### src/rtl/agg_pkg.sv
package agg_pkg;
  localparam int unsigned EVT_N  = 6;
  localparam int unsigned LANE_W = 8;
  localparam int unsigned WORD_W = 32;
  localparam int unsigned LANES  = WORD_W / LANE_W;

  typedef enum logic [2:0] {
    EV_CAP_AE  = 3'd0,
    EV_CAP_AF  = 3'd1,
    EV_PLY_AE  = 3'd2,
    EV_PLY_AF  = 3'd3,
    EV_CAP_OVF = 3'd4,
    EV_PLY_OVF = 3'd5
  } evt_kind_e;

  typedef logic [EVT_N-1:0] evt_vec_t;

  // Bits of a word that never hold an event, whatever the bank.
  function automatic logic [WORD_W-1:0] lane_pad_mask();
    logic [WORD_W-1:0] m;
    m = '1;
    for (int l = 0; l < int'(LANES); l++) begin
      for (int e = 0; e < int'(EVT_N); e++) begin
        m[l*LANE_W + e] = 1'b0;
      end
    end
    return m;
  endfunction
endpackage

### src/rtl/agg_evt_latch.sv
module agg_evt_latch
  import agg_pkg::*;
(
  input  logic     clk,
  input  logic     rst_n,
  input  evt_vec_t flag_i,
  input  evt_vec_t clr_i,
  output evt_vec_t raw_o
);
  evt_vec_t flag_q;
  evt_vec_t raw_q;
  evt_vec_t rise;

  assign rise  = flag_i & ~flag_q;
  assign raw_o = raw_q;

  always_ff @(posedge clk) begin
    if (!rst_n) begin
      flag_q <= '0;
      raw_q  <= '0;
    end else begin
      flag_q <= flag_i;
      raw_q  <= (raw_q & ~clr_i) | rise;
    end
  end

  AST_EDGE_LATCHES: assert property (@(posedge clk) disable iff (!rst_n)
    (rise != '0) |=> ((raw_q & $past(rise)) == $past(rise)));

  AST_CLEAR_DROPS: assert property (@(posedge clk) disable iff (!rst_n)
    ((clr_i & ~rise) != '0) |=> ((raw_q & $past(clr_i & ~rise)) == '0));

  AST_NO_SPURIOUS_SET: assert property (@(posedge clk) disable iff (!rst_n)
    ((raw_q & ~$past(raw_q) & ~$past(rise)) == '0));
endmodule

### src/rtl/agg_regs.sv
module agg_regs
  import agg_pkg::*;
#(
  parameter int unsigned NUM_CH = 10,
  parameter int unsigned ADDR_W = 4
) (
  input  logic                      clk,
  input  logic                      rst_n,
  input  logic                      wr_i,
  input  logic [ADDR_W-1:0]         addr_i,
  input  logic [WORD_W-1:0]         wdata_i,
  output logic [NUM_CH*EVT_N-1:0]   en_o,
  output logic [NUM_CH*EVT_N-1:0]   clr_o,
  output logic [NUM_CH-1:0]         chen_o
);
  localparam int unsigned NUM_BANK  = (NUM_CH + LANES - 1) / LANES;
  localparam int unsigned EN_BASE   = 0;
  localparam int unsigned CLR_BASE  = NUM_BANK;
  localparam int unsigned CHEN_ADDR = 4 * NUM_BANK;

  logic [NUM_CH-1:0] chen_q;
  logic              unused_wdata;

  assign unused_wdata = ^wdata_i;
  assign chen_o       = chen_q;

  for (genvar c = 0; c < int'(NUM_CH); c++) begin : g_ch
    localparam int unsigned BANK = c / LANES;
    localparam int unsigned LANE = c % LANES;
    evt_vec_t en_q;
    logic     hit_en;
    logic     hit_clr;

    assign hit_en  = wr_i && (addr_i == ADDR_W'(EN_BASE + BANK));
    assign hit_clr = wr_i && (addr_i == ADDR_W'(CLR_BASE + BANK));

    always_ff @(posedge clk) begin
      if (!rst_n) begin
        en_q <= '0;
      end else if (hit_en) begin
        en_q <= wdata_i[LANE*LANE_W +: EVT_N];
      end
    end

    assign en_o[c*EVT_N +: EVT_N]  = en_q;
    assign clr_o[c*EVT_N +: EVT_N] = hit_clr ? wdata_i[LANE*LANE_W +: EVT_N] : '0;
  end

  always_ff @(posedge clk) begin
    if (!rst_n) begin
      chen_q <= '0;
    end else if (wr_i && (addr_i == ADDR_W'(CHEN_ADDR))) begin
      chen_q <= wdata_i[NUM_CH-1:0];
    end
  end

  AST_CLR_NEEDS_WRITE: assert property (@(posedge clk) disable iff (!rst_n)
    (clr_o != '0) |-> wr_i);

  AST_EN_HOLDS_IDLE: assert property (@(posedge clk) disable iff (!rst_n)
    !wr_i |=> ($stable(en_o) && $stable(chen_o)));
endmodule

### src/rtl/agg_rdmux.sv
module agg_rdmux
  import agg_pkg::*;
#(
  parameter int unsigned NUM_CH = 10,
  parameter int unsigned ADDR_W = 4
) (
  input  logic                      clk,
  input  logic                      rst_n,
  input  logic [ADDR_W-1:0]         addr_i,
  input  logic [NUM_CH*EVT_N-1:0]   en_i,
  input  logic [NUM_CH*EVT_N-1:0]   raw_i,
  input  logic [NUM_CH*EVT_N-1:0]   masked_i,
  input  logic [NUM_CH-1:0]         chen_i,
  output logic [WORD_W-1:0]         rdata_o
);
  localparam int unsigned NUM_BANK  = (NUM_CH + LANES - 1) / LANES;
  localparam int unsigned EN_BASE   = 0;
  localparam int unsigned RAW_BASE  = 2 * NUM_BANK;
  localparam int unsigned MSK_BASE  = 3 * NUM_BANK;
  localparam int unsigned CHEN_ADDR = 4 * NUM_BANK;
  localparam logic [WORD_W-1:0] PAD = lane_pad_mask();

  logic [WORD_W-1:0] contrib [NUM_CH];

  for (genvar c = 0; c < int'(NUM_CH); c++) begin : g_ch
    localparam int unsigned BANK = c / LANES;
    localparam int unsigned LANE = c % LANES;
    logic [WORD_W-1:0] part;

    always_comb begin
      part = '0;
      if (addr_i == ADDR_W'(EN_BASE + BANK)) begin
        part[LANE*LANE_W +: EVT_N] = en_i[c*EVT_N +: EVT_N];
      end else if (addr_i == ADDR_W'(RAW_BASE + BANK)) begin
        part[LANE*LANE_W +: EVT_N] = raw_i[c*EVT_N +: EVT_N];
      end else if (addr_i == ADDR_W'(MSK_BASE + BANK)) begin
        part[LANE*LANE_W +: EVT_N] = masked_i[c*EVT_N +: EVT_N];
      end
    end

    assign contrib[c] = part;
  end

  always_comb begin
    rdata_o = '0;
    if (addr_i == ADDR_W'(CHEN_ADDR)) begin
      rdata_o[NUM_CH-1:0] = chen_i;
    end else begin
      for (int c = 0; c < int'(NUM_CH); c++) begin
        rdata_o = rdata_o | contrib[c];
      end
    end
  end

  AST_LANE_PAD_ZERO: assert property (@(posedge clk) disable iff (!rst_n)
    (addr_i != ADDR_W'(CHEN_ADDR)) |-> ((rdata_o & PAD) == '0));
endmodule

### src/rtl/chan_evt_irq_agg.sv
module chan_evt_irq_agg
  import agg_pkg::*;
#(
  parameter int unsigned NUM_CH = 10,
  parameter int unsigned ADDR_W = 4
) (
  input  logic                      clk,
  input  logic                      rst_n,
  input  logic [NUM_CH*EVT_N-1:0]   evt_flags_i,
  input  logic                      reg_wr_i,
  input  logic [ADDR_W-1:0]         reg_addr_i,
  input  logic [WORD_W-1:0]         reg_wdata_i,
  output logic [WORD_W-1:0]         reg_rdata_o,
  output logic                      irq_o
);
  logic [NUM_CH*EVT_N-1:0] en_flat;
  logic [NUM_CH*EVT_N-1:0] clr_flat;
  logic [NUM_CH*EVT_N-1:0] raw_flat;
  logic [NUM_CH*EVT_N-1:0] masked_flat;
  logic [NUM_CH-1:0]       chen;
  logic [NUM_CH-1:0]       ch_hit;

  agg_regs #(.NUM_CH(NUM_CH), .ADDR_W(ADDR_W)) regs_i (
    .clk     (clk),
    .rst_n   (rst_n),
    .wr_i    (reg_wr_i),
    .addr_i  (reg_addr_i),
    .wdata_i (reg_wdata_i),
    .en_o    (en_flat),
    .clr_o   (clr_flat),
    .chen_o  (chen)
  );

  for (genvar c = 0; c < int'(NUM_CH); c++) begin : g_ch
    agg_evt_latch latch_i (
      .clk    (clk),
      .rst_n  (rst_n),
      .flag_i (evt_flags_i[c*EVT_N +: EVT_N]),
      .clr_i  (clr_flat[c*EVT_N +: EVT_N]),
      .raw_o  (raw_flat[c*EVT_N +: EVT_N])
    );
    assign ch_hit[c] = chen[c] & (|masked_flat[c*EVT_N +: EVT_N]);
  end

  assign masked_flat = raw_flat & en_flat;
  assign irq_o       = |ch_hit;

  agg_rdmux #(.NUM_CH(NUM_CH), .ADDR_W(ADDR_W)) rdmux_i (
    .clk      (clk),
    .rst_n    (rst_n),
    .addr_i   (reg_addr_i),
    .en_i     (en_flat),
    .raw_i    (raw_flat),
    .masked_i (masked_flat),
    .chen_i   (chen),
    .rdata_o  (reg_rdata_o)
  );

  AST_IRQ_NEEDS_CHEN: assert property (@(posedge clk) disable iff (!rst_n)
    irq_o |-> (chen != '0));

  AST_IRQ_NEEDS_RAW: assert property (@(posedge clk) disable iff (!rst_n)
    irq_o |-> (raw_flat != '0));

  AST_IRQ_QUIET_NO_ENABLE: assert property (@(posedge clk) disable iff (!rst_n)
    (en_flat == '0) |-> !irq_o);
endmodule

### config.mk
export PLATFORM = sky130hd
export DESIGN_NAME = chan_evt_irq_agg
export DESIGN_NICKNAME = d
export VERILOG_FILES = /design/src/rtl/agg_pkg.sv /design/src/rtl/agg_evt_latch.sv /design/src/rtl/agg_regs.sv /design/src/rtl/agg_rdmux.sv /design/src/rtl/chan_evt_irq_agg.sv
export SDC_FILE = /design/constraint.sdc
export NUM_CORES = 1
export LEC_CHECK = 0
export BUFFER_PORTS_ARGS = -buffer_cell sky130_fd_sc_hd__buf_2
export CORE_MARGIN = 2
export CORE_UTILIZATION = 30
export CTS_BUF_LIST = sky130_fd_sc_hd__clkbuf_4 sky130_fd_sc_hd__clkbuf_8
export CTS_CLUSTER_DIAMETER = 200
export DETAILED_ROUTE_END_ITERATION = 12
export GPL_ROUTABILITY_DRIVEN = 0
export SYNTH_ARGS = -nofsm -noshare
export SYNTH_HDL_FRONTEND = slang
export SYNTH_SLANG_ARGS = --single-unit
### constraint.sdc
create_clock -name clk -period 2.5 [get_ports clk]
set_input_delay 0.625 -clock clk [delete_from_list [all_inputs] [get_ports clk]]
set_output_delay 0.625 -clock clk [all_outputs]
set_load 0.01 [all_outputs]
# Word-level counts from Yosys, hierarchy flattened
# Index checks and enable logic that the tools add are counted.
# Widths: inputs -> output; s select.
# totals
inputBits	99
output_inout_bits	33
word_cells	174
reg_bits	190
# classes
n_reduce_logical	19
bitwise_logic	70
mux	42
eq_ne	12
# op_table
operator	n
$mux 6	40
$and 6x6->6	20
$not 6->6	20
$or 32x14->32	2
$or 32x22->32	2
$or 32x30->32	2
$or 32x6->32	2
$and 60x60->60	1
$or 6x6->6	10
$reduce_or 6->1	10
$mux 22	1
$eq 4x4->1 const B	5
$eq 4x3->1 const B	4
$or 6x14->14	1
$and 1x1->1	10
$mux 10	1
$reduce_or 10->1	1
$eq 4x2->1 const B	2
$logic_and 1x1->1	7
$eq 4x1->1 const B	1
$logic_not 4->1	1

# Longest topological paths before layout
# depth
ltp_word	14
mapped_depth	7
mapped_depth_nobuf	4

# By module
# Synthesis repeated with hierarchy kept, for this count alone.
# unflattened
hier_cells	1025
hier_area_um2	9581.7
# by_module_without_submodules
module	area_each_um2	n_inst	seq_area_each_um2	cells_per_inst
agg_evt_latch	420.4	10	240.2	37
agg_regs	3035.4	1	1401.3	330
agg_rdmux	1654.1	1	0.0	230
chan_evt_irq_agg	688.2	1	0.0	95

# Least setup slack after synthesis
# No wires, ideal clock.
# synth_path
kind	in2out
from	in reg_addr_i[0]
to	out reg_rdata_o[28]
path_stages	7
arrival_time_ns	1.859
path_buffers	4
required_time_ns	1.875
slack_ns	0.016
path_cell_list	buf_2 buf_2 and4b_1 buf_2 buf_6 a222oi_1 o21ai_1
# synth_via
elab_chain_len	12
elab_cells_between_ends	21
classes_between	eq/ne: 6; mux: 7; bitwise: 7; reduce/logical: 1
# synth_rtl
item	line	rtl
start, declared	chan_evt_irq_agg.sv:11	input logic [ADDR_W-1:0] reg_addr_i,
$eq 4x4->1	agg_rdmux.sv:36	end else if (addr_i == ADDR_W'(MSK_BASE + BANK)) begin
$mux 6	agg_rdmux.sv:36	
$mux 6	agg_rdmux.sv:34	end else if (addr_i == ADDR_W'(RAW_BASE + BANK)) begin
$mux 6	agg_rdmux.sv:32	if (addr_i == ADDR_W'(EN_BASE + BANK)) begin
$or 32x30->32	agg_rdmux.sv:50	rdata_o = rdata_o | contrib[c];
$or 32x6->32	agg_rdmux.sv:50	
$or 32x14->32	agg_rdmux.sv:50	
$or 32x22->32	agg_rdmux.sv:50	
$or 32x30->32	agg_rdmux.sv:50	
$or 32x6->32	agg_rdmux.sv:50	
$or 32x14->32	agg_rdmux.sv:50	
$mux 22 (*)	agg_rdmux.sv:46	if (addr_i == ADDR_W'(CHEN_ADDR)) begin
end, declared	chan_evt_irq_agg.sv:13	output logic [WORD_W-1:0] reg_rdata_o,
# Mark *: on every way between the ends. The rest lies on a longest branch, timed or not.

# Final worst setup path
# layout_path
from	in reg_addr_i[1]
to	out reg_rdata_o[11]
# layout_via
elab_chain_len	14
elab_cells_between_ends	29
classes_between	eq/ne: 9; mux: 10; bitwise: 9; reduce/logical: 1
# layout_rtl
item	line
$eq 4x4->1	agg_rdmux.sv:36
$mux 6	agg_rdmux.sv:36
$mux 6	agg_rdmux.sv:34
$mux 6	agg_rdmux.sv:32
$or 6x14->14	agg_rdmux.sv:50
$or 32x22->32	agg_rdmux.sv:50
$or 32x30->32	agg_rdmux.sv:50
$or 32x6->32	agg_rdmux.sv:50
$or 32x14->32	agg_rdmux.sv:50
$or 32x22->32	agg_rdmux.sv:50
$or 32x30->32	agg_rdmux.sv:50
$or 32x6->32	agg_rdmux.sv:50
$or 32x14->32	agg_rdmux.sv:50
$mux 22 (*)	agg_rdmux.sv:46
# Marks and branches as above.

==> results.cfg <==
[outcome]
status = complete, but fails checks
violations = setup timing

[finish]
layout-drive-gt1-share_pct = 26.1
area_delta_synth_final_pct = 26.3
fin_util_pct = 38.2
fillCellCount = 2910
most-common-layout-cells = dfxtp_1, nand2_1, buf_2, a21boi_0, nor2b_1
diodes = 0
fin_nets = 1203
final_cells = 1501
fin_area_mm2 = 0.0109
final_common_cell = dfxtp_1

[sta]
grt_setup_unrepaired = yes
period_needed_ns = 2.71
finalHoldViolations = 0
setup_ws_ns = -0.209
fin_crit_sh_pct = 108
timing.fmax_ghz = 0.369
fin_skew_ns = 0.0206
setup_viol = 25
relSlewSlack_pct = 64.4
worst-slew-pin-transition_ns = 0.533
slew_violations = 0

[global_route]
grt_overflow = 0
grtUsageMet3_pct = 3.66
antenna_found_initial = 0
met1_usage_pct = 23.7
busiest_layer = met2
grt.met2_usage_pct = 28.8
grt_pass1_vias = 7413
grt_max_degree = 74
grt_util_all_layers_pct = 17.9
grt_pass1_wl_um = 41900

[synthesis]
synth.area.mux_share_pct = 1.42
synth_top_family_by_area = compound AO/OA/AOI/OAI gates
ys_top_cells_by_area = dfxtp_1, a21boi_0, nand2_1
synth.top_cell.area_share_pct = 44.2
synth_adder_area_share_pct = 0
synth_area_per_cell_um2 = 9.02
ys_types = 45
synth-warning-count = 0
synth-simple-area-share_pct = 20.4
syn_inst = 954
synth_compound_area_share_pct = 29.2
synthesis.area_mm2 = 0.00861
ys_ff_latch = 190
synth_top_cell_by_area = dfxtp_1
yosysSeqAreaShare_pct = 44.2
synth_xor_area_share_pct = 0

[critical_path]
crit_top_cell = buf_12
critPathSlowestCell = nor4_4
cp.required_ns = 1.88
crit_chain = buf_12 > buf_6 > nor4_4 > buf_12 > buf_12 > buf_6 > nand2_2 > o211ai_1 > a311o_1 > buf_2
path_max_fanout = 8
start_kind = input port
critical_path_buf_inv_count = 6
cp_top_family = buffers and inverters
path_class = input port to primary output
crit_arrival_ns = 2.08
rrSetupSlack_ns = 1.59
crit_path_max_incr_delay_ns = 0.38
end_kind = primary output

[power]
power_mw = 6.02
p_leak_nw = 4.41
power_density_mw_per_mm2 = 554
ir_drop_v = 0.000261

[place]
dp_hpwl_um = 19800
numPortBuffers = 119
dpl.cell_count = 1458
placed_cell_area_mm2 = 0.0100

[clock_network]
hold_buffers = 0
cts_num_sinks = 190
cts_tree = yes
cts_root_buffer = clkbuf_8
clk_pin_slew_ns = 0.12
clk_path_buf_depth = 2
cts_max_level = 4
clk_latency_ns = 0.49
cts_inserted_buffers = 17

[detailed_routing]
wl_per_cell_um = 18.0
dr.first_iter.drc_count = 621
via_per_inst = 5.04
drt_pass1_iterations = 7
wirelength_um = 27000
ant_nets = 0
route.detailed.drc = 0
vias = 7560

[die]
rows = 62
core_area_mm2 = 0.0285
start_util_pct = 30.2
fp.dieW_um = 173
pin_count = 132
dieArea_mm2 = 0.0301
die_y_um = 173

[flow_run]
maxCapViolations = 0

[worst_hold_path]
holdCritPathClass = input port to flop
per-layer routing:
| metal | vias to the layer above | wire length (um) |
|---|---|---|
| met1 | 3600 | 12400 |
| met4 | 0 | 836 |
| met2 | 260 | 12300 |
| met5 | - | 0 |
| met3 | 48 | 1540 |
| li1 | 3652 | - |
registers in the layout (all words and copies together) (netlist names):
signal,count
regs_i.chen_o,10
g_ch.latch_i.flag_q,60
regs_i.g_ch.en_q,60
g_ch.latch_i.raw_o,60
logic make-up after synthesis:
| group | Yosys count |
|---|---|
| compound gates | 340 |
| other cells | 1 |
| buf+inv | 82 |
| flops | 190 |
| mux | 12 |
| simple gates | 329 |
Yosys cell counts (all sizes together):
| master | number |
|---|---|
| dfxtp | 190 |
| nand2b | 12 |
| buf | 39 |
| mux2i | 10 |
| a211o | 1 |
| nor4bb | 2 |
| a311o | 3 |
| a21boi | 118 |
| and4b | 2 |
| a32oi | 1 |
| nor2 | 12 |
| nand3 | 13 |
| mux2 | 2 |
| a222oi | 19 |
| nand4b | 2 |
| and3 | 6 |
| inv | 9 |
| and2 | 66 |
| nand4 | 2 |
| a41oi | 6 |
| a2111oi | 1 |
| nor3b | 4 |
| clkbuf | 34 |
| o32a | 1 |
| nor2b | 72 |
| nor4b | 2 |
| nor4 | 1 |
| a31oi | 5 |
| o21a | 60 |
| a22oi | 41 |
| o21ai | 15 |
| nand2 | 131 |
| a21oi | 26 |
| a21o | 36 |
| a221oi | 2 |
| conb | 1 |
| and2b | 1 |
| o211ai | 5 |
| and4bb | 1 |
per-stage QoR:
| step | hold slack (ns) | TNS (ns) | worst slack, ns |
|---|---|---|---|
| floorplan | 0.447 | 0 | 0.0158 |
| global placement | 0.459 | -5.05 | -0.323 |
| detailed placement | 0.461 | -5.20 | -0.337 |
| CTS | 0.313 | -2.36 | -0.169 |
| global route | 0.316 | -4.13 | -0.249 |
| finish | 0.334 | -2.68 | -0.209 |
area by class of cell:
| cell class | count | area [um2] | area share (%) |
|---|---|---|---|
| tap | 384 | 480 | 4.42 |
| clock inverter | 14 | 153 | 1.40 |
| clock buffer | 18 | 248 | 2.28 |
| sequential | 190 | 3820 | 35.2 |
| inverter | 9 | 33.8 | 0.311 |
| timing repair buffer | 199 | 1480 | 13.6 |
| multi-input combinational | 687 | 4660 | 42.8 |
worst paths after layout:
path | depth (start not counted) | end | from
worst max register to register | 3 | g_ch[9].latch_i.raw_o[3] | g_ch[9].latch_i.raw_o[3]
worst min-delay path | 2 | g_ch[2].latch_i.flag_q[4] | evt_flags_i[16]
worst max-delay path | 10 | reg_rdata_o[11] | reg_addr_i[1]
worst min register to register | 2 | regs_i.g_ch[3].en_q[1] | regs_i.g_ch[3].en_q[1]
report_power, final:
group	switching (mW)	internal [mW]	leakage (nW)	total [mW]
clock	1.26	0.772	0.199	2.03
sequential	0.113	3.17	1.57	3.28
combinational	0.345	0.363	2.64	0.707
total	1.72	4.30	4.41	6.02
repair_timing:
item / in CTS / in global routing
hold endpoints to repair: 0 / 0
endpoints found under the setup margin: 26 / 26
setup buffers: 14 / 0
resized for setup: 88 / 12
pin swaps: 41 / 17
(Power assumes the default switching activity.)
